## src/rtl/rg_pkg.sv

```systemverilog
package rg_pkg;
  localparam int ATTR_W      = 6;
  localparam int CORE_ATTR_W = 4;
  localparam int BIT_DBG_RD  = 4;
  localparam int BIT_DBG_WR  = 5;

  typedef enum logic [1:0] {
    WD_LOW   = 2'd0,
    WD_HIGH  = 2'd1,
    WD_ATTR  = 2'd2,
    WD_VALID = 2'd3
  } dword_e;

  typedef enum logic [1:0] {
    GR_CTRL     = 2'd0,
    GR_ERR_ADDR = 2'd1,
    GR_ERR_INFO = 2'd2,
    GR_ALT0     = 2'd3
  } greg_e;
endpackage

```

## src/rtl/rg_desc_file.sv

```systemverilog
module rg_desc_file
  import rg_pkg::*;
#(
  parameter int ADDR_W    = 32,
  parameter int N_DESC    = 8,
  parameter int GRAN_LOG2 = 5,
  localparam int IDX_W    = $clog2(N_DESC)
) (
  input  logic                     clk,
  input  logic                     rst_n,
  input  logic                     wr_en,
  input  logic [IDX_W-1:0]         wr_idx,
  input  dword_e                   wr_word,
  input  logic [ADDR_W-1:0]        wr_data,
  input  logic                     alt_wr,
  output logic [ADDR_W-1:0]        low_o  [N_DESC],
  output logic [ADDR_W-1:0]        high_o [N_DESC],
  output logic [ATTR_W-1:0]        attr_o [N_DESC],
  output logic [N_DESC-1:0]        valid_o
);
  localparam logic [ADDR_W-1:0] GMASK = (ADDR_W'(1) << GRAN_LOG2) - ADDR_W'(1);

  for (genvar gi = 0; gi < N_DESC; gi++) begin : g_desc
    if (gi == 0) begin : g_locked
      logic [CORE_ATTR_W-1:0] core_q, core_d;

      always_comb begin
        core_d = core_q;
        if (alt_wr) core_d = wr_data[CORE_ATTR_W-1:0];
      end

      always_ff @(posedge clk or negedge rst_n) begin
        if (!rst_n)      core_q <= '1;
        else if (alt_wr) core_q <= core_d;
      end

      assign low_o[gi]   = '0;
      assign high_o[gi]  = '1;
      assign attr_o[gi]  = {2'b11, core_q};
      assign valid_o[gi] = 1'b1;
    end else begin : g_open
      logic [ADDR_W-1:0] lo_q, lo_d, hi_q, hi_d;
      logic [ATTR_W-1:0] at_q, at_d;
      logic              vl_q, vl_d;
      logic              sel;

      assign sel = wr_en && (wr_idx == IDX_W'(gi));

      always_comb begin
        lo_d = lo_q;
        hi_d = hi_q;
        at_d = at_q;
        vl_d = vl_q;
        unique case (wr_word)
          WD_LOW:   begin lo_d = wr_data & ~GMASK;         vl_d = 1'b0; end
          WD_HIGH:  begin hi_d = wr_data | GMASK;          vl_d = 1'b0; end
          WD_ATTR:  begin at_d = wr_data[ATTR_W-1:0];      vl_d = 1'b0; end
          WD_VALID: begin vl_d = wr_data[0];                            end
          default:  ;
        endcase
      end

      always_ff @(posedge clk or negedge rst_n) begin
        if (!rst_n) begin
          lo_q <= '0;
          hi_q <= '0;
          at_q <= '0;
          vl_q <= 1'b0;
        end else if (sel) begin
          lo_q <= lo_d;
          hi_q <= hi_d;
          at_q <= at_d;
          vl_q <= vl_d;
        end
      end

      // rewriting a bound or the attribute leaves the descriptor invalid
      p_word_write_clears_valid_r5: assert property (
        @(posedge clk) disable iff (!rst_n)
        (sel && wr_word != WD_VALID) |=> !valid_o[gi]);

      assign low_o[gi]   = lo_q;
      assign high_o[gi]  = hi_q;
      assign attr_o[gi]  = at_q;
      assign valid_o[gi] = vl_q;
    end
  end
endmodule

```

## src/rtl/rg_match.sv

```systemverilog
module rg_match
  import rg_pkg::*;
#(
  parameter int ADDR_W  = 32,
  parameter int N_DESC  = 8,
  parameter int MID_W   = 2,
  parameter int DBG_MID = 3
) (
  input  logic [ADDR_W-1:0] acc_addr,
  input  logic              acc_write,
  input  logic              acc_priv,
  input  logic [MID_W-1:0]  acc_mid,
  input  logic [ADDR_W-1:0] low_i  [N_DESC],
  input  logic [ADDR_W-1:0] high_i [N_DESC],
  input  logic [ATTR_W-1:0] attr_i [N_DESC],
  input  logic [N_DESC-1:0] valid_i,
  output logic              allow_o
);
  logic [2:0]        perm_bit;
  logic [N_DESC-1:0] hit_vec;

  always_comb begin
    if (acc_mid == MID_W'(DBG_MID))
      perm_bit = acc_write ? 3'(BIT_DBG_WR) : 3'(BIT_DBG_RD);
    else
      perm_bit = {1'b0, acc_priv, acc_write};
  end

  for (genvar gi = 0; gi < N_DESC; gi++) begin : g_hit
    assign hit_vec[gi] = valid_i[gi]
                      && (acc_addr >= low_i[gi])
                      && (acc_addr <= high_i[gi])
                      && attr_i[gi][perm_bit];
  end

  assign allow_o = |hit_vec;
endmodule

```

## src/rtl/rg_status.sv

```systemverilog
module rg_status #(
  parameter int ADDR_W  = 32,
  parameter int MID_W   = 2,
  localparam int INFO_W = MID_W + 2
) (
  input  logic              clk,
  input  logic              rst_n,
  input  logic              acc_valid,
  input  logic [ADDR_W-1:0] acc_addr,
  input  logic              acc_write,
  input  logic              acc_priv,
  input  logic [MID_W-1:0]  acc_mid,
  input  logic              allow_i,
  input  logic              ctrl_wr,
  input  logic              ctrl_en_bit,
  input  logic              ctrl_clr_bit,
  output logic              enable_o,
  output logic              status_o,
  output logic [ADDR_W-1:0] err_addr_o,
  output logic [INFO_W-1:0] err_info_o,
  output logic              rsp_valid_o,
  output logic              rsp_fault_o
);
  logic              en_q, en_d, st_q, st_d, rv_q, rf_q, deny;
  logic [ADDR_W-1:0] ea_q;
  logic [INFO_W-1:0] ei_q;

  assign deny = acc_valid && en_q && !allow_i;

  always_comb begin
    en_d = ctrl_wr ? ctrl_en_bit : en_q;
    if (deny)                       st_d = 1'b1;
    else if (ctrl_wr && ctrl_clr_bit) st_d = 1'b0;
    else                            st_d = st_q;
  end

  always_ff @(posedge clk or negedge rst_n) begin
    if (!rst_n) begin
      en_q <= 1'b0;
      st_q <= 1'b0;
      rv_q <= 1'b0;
      rf_q <= 1'b0;
    end else begin
      en_q <= en_d;
      st_q <= st_d;
      rv_q <= acc_valid;
      rf_q <= deny;
    end
  end

  always_ff @(posedge clk or negedge rst_n) begin
    if (!rst_n) begin
      ea_q <= '0;
      ei_q <= '0;
    end else if (deny) begin
      ea_q <= acc_addr;
      ei_q <= {acc_mid, acc_priv, acc_write};
    end
  end

  assign enable_o    = en_q;
  assign status_o    = st_q;
  assign err_addr_o  = ea_q;
  assign err_info_o  = ei_q;
  assign rsp_valid_o = rv_q;
  assign rsp_fault_o = rf_q;

  p_resp_latency_r8: assert property (
    @(posedge clk) disable iff (!rst_n) acc_valid |=> rsp_valid_o);
  p_fault_with_resp_r8: assert property (
    @(posedge clk) disable iff (!rst_n) rsp_fault_o |-> rsp_valid_o);
  p_fault_sets_flag_r9: assert property (
    @(posedge clk) disable iff (!rst_n) rsp_fault_o |-> status_o);
  p_disabled_grants_r2: assert property (
    @(posedge clk) disable iff (!rst_n) (acc_valid && !enable_o) |=> !rsp_fault_o);
endmodule

```

## src/rtl/region_guard.sv

```systemverilog
module region_guard
  import rg_pkg::*;
#(
  parameter int ADDR_W    = 32,
  parameter int N_DESC    = 8,
  parameter int GRAN_LOG2 = 5,
  parameter int MID_W     = 2,
  parameter int DBG_MID   = 3,
  localparam int IDX_W    = $clog2(N_DESC),
  localparam int CFG_AW   = IDX_W + 3
) (
  input  logic              clk,
  input  logic              rst_n,
  input  logic              cfg_wr,
  input  logic [CFG_AW-1:0] cfg_addr,
  input  logic [ADDR_W-1:0] cfg_wdata,
  output logic [ADDR_W-1:0] cfg_rdata,
  input  logic              acc_valid,
  input  logic [ADDR_W-1:0] acc_addr,
  input  logic              acc_write,
  input  logic              acc_priv,
  input  logic [MID_W-1:0]  acc_mid,
  output logic              rsp_valid,
  output logic              rsp_fault
);
  localparam int INFO_W = MID_W + 2;

  logic              is_desc;
  logic [IDX_W-1:0]  sel_idx;
  dword_e            sel_word;
  greg_e             sel_greg;
  logic              desc_wr, alt_wr, ctrl_wr;

  logic [ADDR_W-1:0] low_w  [N_DESC];
  logic [ADDR_W-1:0] high_w [N_DESC];
  logic [ATTR_W-1:0] attr_w [N_DESC];
  logic [N_DESC-1:0] valid_w;
  logic              allow;
  logic              enable, status;
  logic [ADDR_W-1:0] err_addr;
  logic [INFO_W-1:0] err_info;

  assign is_desc  = cfg_addr[CFG_AW-1];
  assign sel_idx  = cfg_addr[IDX_W+1:2];
  assign sel_word = dword_e'(cfg_addr[1:0]);
  assign sel_greg = greg_e'(cfg_addr[1:0]);
  assign desc_wr  = cfg_wr && is_desc;
  assign alt_wr   = cfg_wr && !is_desc && (sel_greg == GR_ALT0);
  assign ctrl_wr  = cfg_wr && !is_desc && (sel_greg == GR_CTRL);

  rg_desc_file #(
    .ADDR_W(ADDR_W), .N_DESC(N_DESC), .GRAN_LOG2(GRAN_LOG2)
  ) u_desc (
    .clk(clk), .rst_n(rst_n),
    .wr_en(desc_wr), .wr_idx(sel_idx), .wr_word(sel_word),
    .wr_data(cfg_wdata), .alt_wr(alt_wr),
    .low_o(low_w), .high_o(high_w), .attr_o(attr_w), .valid_o(valid_w)
  );

  rg_match #(
    .ADDR_W(ADDR_W), .N_DESC(N_DESC), .MID_W(MID_W), .DBG_MID(DBG_MID)
  ) u_match (
    .acc_addr(acc_addr), .acc_write(acc_write), .acc_priv(acc_priv),
    .acc_mid(acc_mid), .low_i(low_w), .high_i(high_w), .attr_i(attr_w),
    .valid_i(valid_w), .allow_o(allow)
  );

  rg_status #(
    .ADDR_W(ADDR_W), .MID_W(MID_W)
  ) u_status (
    .clk(clk), .rst_n(rst_n),
    .acc_valid(acc_valid), .acc_addr(acc_addr), .acc_write(acc_write),
    .acc_priv(acc_priv), .acc_mid(acc_mid), .allow_i(allow),
    .ctrl_wr(ctrl_wr), .ctrl_en_bit(cfg_wdata[0]),
    .ctrl_clr_bit(cfg_wdata[ADDR_W-1]),
    .enable_o(enable), .status_o(status),
    .err_addr_o(err_addr), .err_info_o(err_info),
    .rsp_valid_o(rsp_valid), .rsp_fault_o(rsp_fault)
  );

  always_comb begin
    cfg_rdata = '0;
    if (is_desc) begin
      if (int'(sel_idx) < N_DESC) begin
        unique case (sel_word)
          WD_LOW:   cfg_rdata = low_w[sel_idx];
          WD_HIGH:  cfg_rdata = high_w[sel_idx];
          WD_ATTR:  cfg_rdata = ADDR_W'(attr_w[sel_idx]);
          WD_VALID: cfg_rdata = ADDR_W'(valid_w[sel_idx]);
          default:  cfg_rdata = '0;
        endcase
      end
    end else begin
      unique case (sel_greg)
        GR_CTRL: begin
          cfg_rdata[ADDR_W-1] = status;
          cfg_rdata[0]        = enable;
        end
        GR_ERR_ADDR: cfg_rdata = err_addr;
        GR_ERR_INFO: cfg_rdata = ADDR_W'(err_info);
        GR_ALT0:     cfg_rdata = ADDR_W'(attr_w[0]);
        default:     cfg_rdata = '0;
      endcase
    end
  end

  // the debugger master keeps access whatever software programs
  p_debugger_kept_r6: assert property (
    @(posedge clk) disable iff (!rst_n)
    (acc_valid && acc_mid == MID_W'(DBG_MID)) |=> !rsp_fault);
endmodule

```

## config.mk

```make
export PLATFORM = sky130hd
export DESIGN_NAME = region_guard
export DESIGN_NICKNAME = d
export VERILOG_FILES = /design/src/rtl/rg_pkg.sv /design/src/rtl/rg_desc_file.sv /design/src/rtl/rg_match.sv /design/src/rtl/rg_status.sv /design/src/rtl/region_guard.sv
export SDC_FILE = /design/constraint.sdc
export NUM_CORES = 1
export LEC_CHECK = 0
export ABC_AREA = 1
export BUFFER_PORTS_ARGS = -buffer_cell sky130_fd_sc_hd__buf_2
export CELL_PAD_IN_SITES_DETAIL_PLACEMENT = 1
export CELL_PAD_IN_SITES_GLOBAL_PLACEMENT = 2
export CORE_UTILIZATION = 38
export CTS_CLUSTER_DIAMETER = 40
export DETAILED_ROUTE_END_ITERATION = 12
export PLACE_DENSITY = 0.81
export SLEW_MARGIN = 10
export SYNTH_ARGS = -nofsm -noshare
export SYNTH_HDL_FRONTEND = slang
export SYNTH_SLANG_ARGS = --single-unit
```

## constraint.sdc

```tcl
create_clock -name clk -period 2.8 [get_ports clk]
set_input_delay 0.28 -clock clk [delete_from_list [all_inputs] [get_ports clk]]
set_output_delay 0.28 -clock clk [all_outputs]
set_load 0.01 [all_outputs]
```

# == After elaboration in Yosys (flattened, before gate mapping) ==
# Cells that the tools add are included.
# totals
register_bits,506
inputBits,78
out_inout_bits,34
elab_cells,168
# classes
magnitude_cmp,19
n_eq_ne,11
n_mux,37
n_bitwise,1
n_reduce_logical,65
# op_table
op,n
$ge A32 B32 Y1,7
$le A32 B32 Y1,7
$bmux W32 S3,2
$mux W32,5
$pmux W32 S4,1
$pmux W30 S3,1
$reduce_and A2 Y1,21
$logic_and A1 B1 Y1,37
$ge A32 B1 Y1 const B,1
$le A32 B32 Y1 const B,1
$bmux W1 S3,9
$bmux W6 S3,1
$eq A3 B3 Y1 const B,4
$mux W1,12
$mux W6,2
$lt A3 B4 Y1 const B,2
$reduce_or A8 Y1,1
$eq A2 B2 Y1 const B,3
$eq A3 B2 Y1 const B,2
$ge A4 B4 Y1 const B,1
$not A3 Y4,1
$pmux W1 S4,1
$eq A3 B1 Y1 const B,1
$mux W3,1
8 further kinds,9

# == Longest topological paths before layout ==
# depth
word_depth,9
depth_mapped,22
mapped_depth_nobuf,20

# == Modules after synthesis ==
# Synthesis repeated with hierarchy kept, for this count alone.
# unflattened
cells_unflattened,6052
hier_area_um2,40637.7
# by_module_without_submodules
mod,instances,cells_each,area_per_inst_um2
rg_desc_file,1,2085,18524.0
rg_match,1,2313,14106.0
region_guard,1,1482,6366.1
rg_status,1,172,1641.6

# == Worst setup path before layout ==
# Ideal clock, no wire load.
# synth_path
path_type,register to register
start,register u_desc.g_desc[5].g_open.hi_q[31]
end,"register u_status.ei_q[0], in the netlist u_status.err_info_o[0]"
arrival_ns,1.956
t_required_ns,2.684
setup_slack_ns,0.728
stages_incl_launch_ff,18
n_path_buf,2
path_cell_list,dfrtp_1 inv_1 ha_1 nand2_1 nor2_1 nand2_1 nor4_2 nand2_1 nand2_1 nand2_1 nand2_1 nand2_2 nor2_8 nand2_2 buf_6 buf_6 nand2_1 nand2_1
# synth_via
elab_chain_len,6
# synth_lines
item,line,source
from (decl),rg_desc_file.sv:42,"logic [ADDR_W-1:0] lo_q, lo_d, hi_q, hi_d;"
from (signal assigned),rg_desc_file.sv:71,hi_q <= hi_d;
$le A32 B32 Y1,rg_match.sv:32,&& (acc_addr <= high_i[gi])
$logic_and A1 B1 Y1,rg_match.sv:32,
$logic_and A1 B1 Y1,rg_match.sv:33,&& attr_i[gi][perm_bit];
$reduce_or A8 Y1,rg_match.sv:36,assign allow_o = |hit_vec;
$logic_not A1 Y1,rg_status.sv:28,assign deny = acc_valid && en_q && !allow_i;
$logic_and A1 B1 Y1,rg_status.sv:28,
to (signal assigned),rg_status.sv:57,"ei_q <= {acc_mid, acc_priv, acc_write};"
to (decl),rg_status.sv:26,logic [INFO_W-1:0] ei_q;
# No other way between the ends.
# A chain may end at the register's enable or synchronous reset.

# == Worst setup path in the final report ==
# layout_path
start,register u_desc.g_desc[4].g_open.hi_q[13]
end,"register u_status.ea_q[23], in the netlist u_status.err_addr_o[23]"
# layout_via
elab_chain_len,6
# layout_lines
item,line,source
from (decl),rg_desc_file.sv:42,
from (signal assigned),rg_desc_file.sv:71,
$le A32 B32 Y1,rg_match.sv:32,
$logic_and A1 B1 Y1,rg_match.sv:32,
$logic_and A1 B1 Y1,rg_match.sv:33,
$reduce_or A8 Y1,rg_match.sv:36,
$logic_not A1 Y1,rg_status.sv:28,
$logic_and A1 B1 Y1,rg_status.sv:28,
to (signal assigned),rg_status.sv:56,ea_q <= acc_addr;
to (decl),rg_status.sv:25,logic [ADDR_W-1:0] ea_q;
# No other way between the ends.

==> results.py <==
metrics = {
    "status": {
        "status": "complete, no violations",
    },
    "timing": {
        "fin_hold_ws_ns": 0.0290,
        "setup-tns-final_ns": 0,
        "slew-limit-headroom": 0.495,
        "drv_slew": 0,
        "setup_viol": 0,
        "clock_skew_ns": 0.0411,
        "fin_crit_sh": 0.979,
        "finalHoldViolations": 0,
        "timing.fmax_ghz": 0.365,
        "period_minus_slack_ns": 2.74,
        "worst_slew_pin_slew_ns": 0.757,
    },
    "critical_path": {
        "r2r_cells": 18,
        "critPathCaptureType": "flip-flop",
        "cp_slowest_stage_delay_ns": 0.36,
        "worst-r2r-setup-slack_ns": 0.06,
        "worstSetupStartpoint": "u_desc.g_desc[4].g_open.hi_q[13]",
        "path_depth": 18,
        "worst_ep_arrival_time_ns": 3.31,
        "critPathTopFamily": "simple AND/OR/NAND/NOR gates",
        "r2r_start": "u_desc.g_desc[4].g_open.hi_q[13]",
        "cp_num_buf_inv": 4,
        "crit_path_end": "u_status.err_addr_o[23]",
        "slowest_stage": "dfrtp_1",
        "cp_max_fo": 6,
        "critical_path_class": "flip-flop to flip-flop",
        "worstPathCellList": "inv_1 > ha_1 > nand4_1 > buf_4 > nor3_1 > buf_4 > nand2_1 > nand2_1 > nand2_1 > nand2_1 > nand2_1 > nand2_1 > nand2_1 > nor2_4 > nand2_8 > clkbuf_16 > nand2_1 > nand2_1",
        "worstReg2RegEnd": "u_status.err_addr_o[23]",
        "critPathLaunchType": "flip-flop",
        "cpMostUsedCell": "nand2_1",
        "cp.required_ns": 3.37,
    },
    "routing": {
        "post_drt_via_cell_ratio": 5.54,
        "routed_wl_mm": 144,
        "wl_per_cell_um": 25.0,
        "first_pass_iters": 5,
        "drcViolationCount": 0,
        "num_vias": 31900,
        "antenna_left": 0,
        "drt-initial-drc-count": 2639,
    },
    "synth": {
        "yosysMostFrequentCell": "nand2_1",
        "synth_top_area_share": 0.369,
        "synth_common_cells": "nand2_1 (1159), o21ai_0 (550), inv_1 (539), dfrtp_1 (474), ha_1 (413)",
        "synth_seq_cells": 478,
        "syn_area_mm2": 0.0321,
        "ys_warn_count": 0,
        "synth_cells": 4220,
        "avgSynthCellArea_um2": 7.62,
        "ys_seq_area_frac": 0.372,
        "asyncSetResetFlopFracSynth": 1.00,
        "synthFlopType": "dfrtp_1",
        "synth-edff-count": 0,
        "synth_largest_area_cell": "dfrtp_1",
        "synth_area_leaders": "dfrtp_1 (37%), ha_1 (16%), nand2_1 (14%)",
        "synth_fp_nets": 4711,
        "yosysUniqueCellTypes": 49,
    },
    "clocking": {
        "cts_tree": "done",
        "clockBufferDepth": 3,
        "clock_sinks": 478,
        "cts_max_level": 3,
        "clk_latency_ns": 0.70,
        "cts_buffers": 100,
        "path_clk_slew_ns": 0.05,
        "root_buffer": "clkbuf_16",
    },
    "grt": {
        "antenna_found_initial": 5,
        "grt_pass1_vias": 32200,
        "gr-total-overflow": 0,
        "grt_use_total": 0.336,
        "grt_pass1_wl_mm": 214,
        "grt_max_degree": 114,
    },
    "placed_design": {
        "place_inst": 5547,
        "io_buffers": 111,
        "gp_congestion": 0.970,
        "post_dp_cell_area_mm2": 0.0360,
        "hpwl_mm": 107,
    },
    "worst_hold_path": {
        "hp-start": "cfg_wdata[4]",
        "hold_path.class": "input pin to flip-flop",
    },
    "floorplanning": {
        "start_util": 0.384,
        "core_mm2": 0.0837,
        "rows": 106,
        "die_y_um": 293,
        "ios": 112,
        "die-width_um": 293,
        "dieArea_mm2": 0.0857,
    },
    "pwr": {
        "pwr_density_cell_mw_per_mm2": 691,
        "ir_drop_mv": 0.546,
        "total_power_w": 0.0276,
        "p_leak_nw": 19.2,
    },
    "layout": {
        "diodes": 0,
        "fin_cells": 5758,
        "nets": 5028,
        "syn2layout_area_growth_pct": 24.0,
        "layout-drive-gt1-share": 0.142,
        "fillCellCount": 10100,
        "design_area_mm2": 0.0398,
    },
    "job": {
        "maxCapViolCount": 0,
    },
}
## tightest hold or removal path, cell delays in order
cell and delay, ns:
buf_2 0.07, inv_1 0.14, o21ai_0 0.19
## sequential cells by signal (all words and copies together) (netlist names)
signal and count:
u_status.err_info_o 4, u_status.status_o 1, u_status.rsp_valid_o 1, u_status.rsp_fault_o 1, u_desc.g_desc.g_open.hi_q 196, u_status.enable_o 1, u_desc.g_desc.g_open.lo_q 189, u_desc.g_desc.g_open.vl_q 7
u_desc.g_desc.g_open.at_q 42, u_status.err_addr_o 32, u_desc.g_desc.g_locked.core_q 4
## per-layer routing
layer | vias to the layer above | track usage | wire (µm)
met5 | - | 0 | 13
met4 | 2 | 0.111 | 4910
met1 | 15800 | 0.482 | 66700
li1 | 14800 | - | -
met3 | 253 | 0.0473 | 8940
met2 | 1040 | 0.517 | 63100
## power by group
| group | leakage, nW | total, W | internal, W | switching (W) |
|---|---|---|---|---|
| clock | 1.64 | 0.0121 | 0.00771 | 0.00440 |
| combinational | 11.3 | 0.00667 | 0.00244 | 0.00423 |
| sequential | 6.30 | 0.00877 | 0.00803 | 0.000745 |
## worst min path at each step
stage	to	slack [ns]	depth (start not counted)
2_1_floorplan	u_desc.g_desc[1].g_open.at_q[0]	-0.02	0
5_1_grt	u_status.err_addr_o[28]	0.06	3
4_1_cts	u_desc.g_desc[7].g_open.at_q[4]	0.02	3
6_report	u_desc.g_desc[7].g_open.at_q[4]	0.03	3
3_3_place_gp	u_desc.g_desc[5].g_open.hi_q[11]	0.21	1
3_5_place_dp	u_desc.g_desc[5].g_open.hi_q[11]	0.21	1
## metrics by stage
| step | utilization | setup WS, ns |
|---|---|---|
| 2_1_floorplan | - | 0.728 |
| 3_3_place_gp | 0.430 | -0.212 |
| 3_5_place_dp | 0.430 | -0.313 |
| 4_1_cts | 0.472 | 0.0101 |
| 5_1_grt | 0.476 | -0.0245 |
| 6_report | 0.476 | 0.0590 |
## cell usage in the layout, fill, tap and decap left out, types with 8 or more instances in the layout
cell type      synthesis  final
nand2_1             1159   1137
o21ai_0              550    538
inv_1                539    532
dfrtp_1              474    474
ha_1                 413    408
buf_4                  4    231
a21oi_1              209    207
nor2_1               167    159
o22ai_1              121    120
buf_2                 30    109
clkbuf_16              0    103
nand3_1               77     76
nand4_1               58     58
buf_12                 0     41
nor3_1                39     38
o221ai_1              28     28
a21o_1                26     26
nand2_2                6     25
a22oi_1               23     23
a221oi_1              23     21
clkinvlp_4             0     19
inv_2                 11     17
o21ai_1                5     16
o21a_1                16     16
clkinv_2               0     16
clkinv_4               0     12
dlygate4sd3_1          0     12
clkbuf_8               0     11
clkbuf_1             146     11
o311ai_0              12     10
buf_6                  4     10
o211ai_1               8      8
bufinv_16              0      8
## what timing repair did
item,CTS,global route
hold buffers,12,0
endpoints found under the setup margin,14,45
resized for setup,8,56
gates cloned,0,2
pin swaps,0,9
endpoints found under the hold margin,200,0
buffers inserted,0,8
## cells by family (layout without fill, tap and decap cells)
kind of cell / Yosys count / after routing / synth area share
buffers and inverters: 746 / 1150 / 0.0897
DFF: 478 / 478 / 0.372
muxes: 1 / 1 / 0.000311
AOI/OAI and AO/OA: 1054 / 1054 / 0.185
adders and majority gates: 413 / 413 / 0.161
and+or+nand+nor: 1528 / 1528 / 0.192
## area by class of cell
type,count,area [µm²],area share
clock buffers,123,2720,0.0683
clock inverters,66,727,0.0182
inverters,554,2080,0.0522
multi-input cells,2996,17500,0.440
flip-flops and latches,478,12000,0.300
well taps,1134,1420,0.0356
repair buffers,407,3410,0.0855
Power figures use the tool's default switching activity.
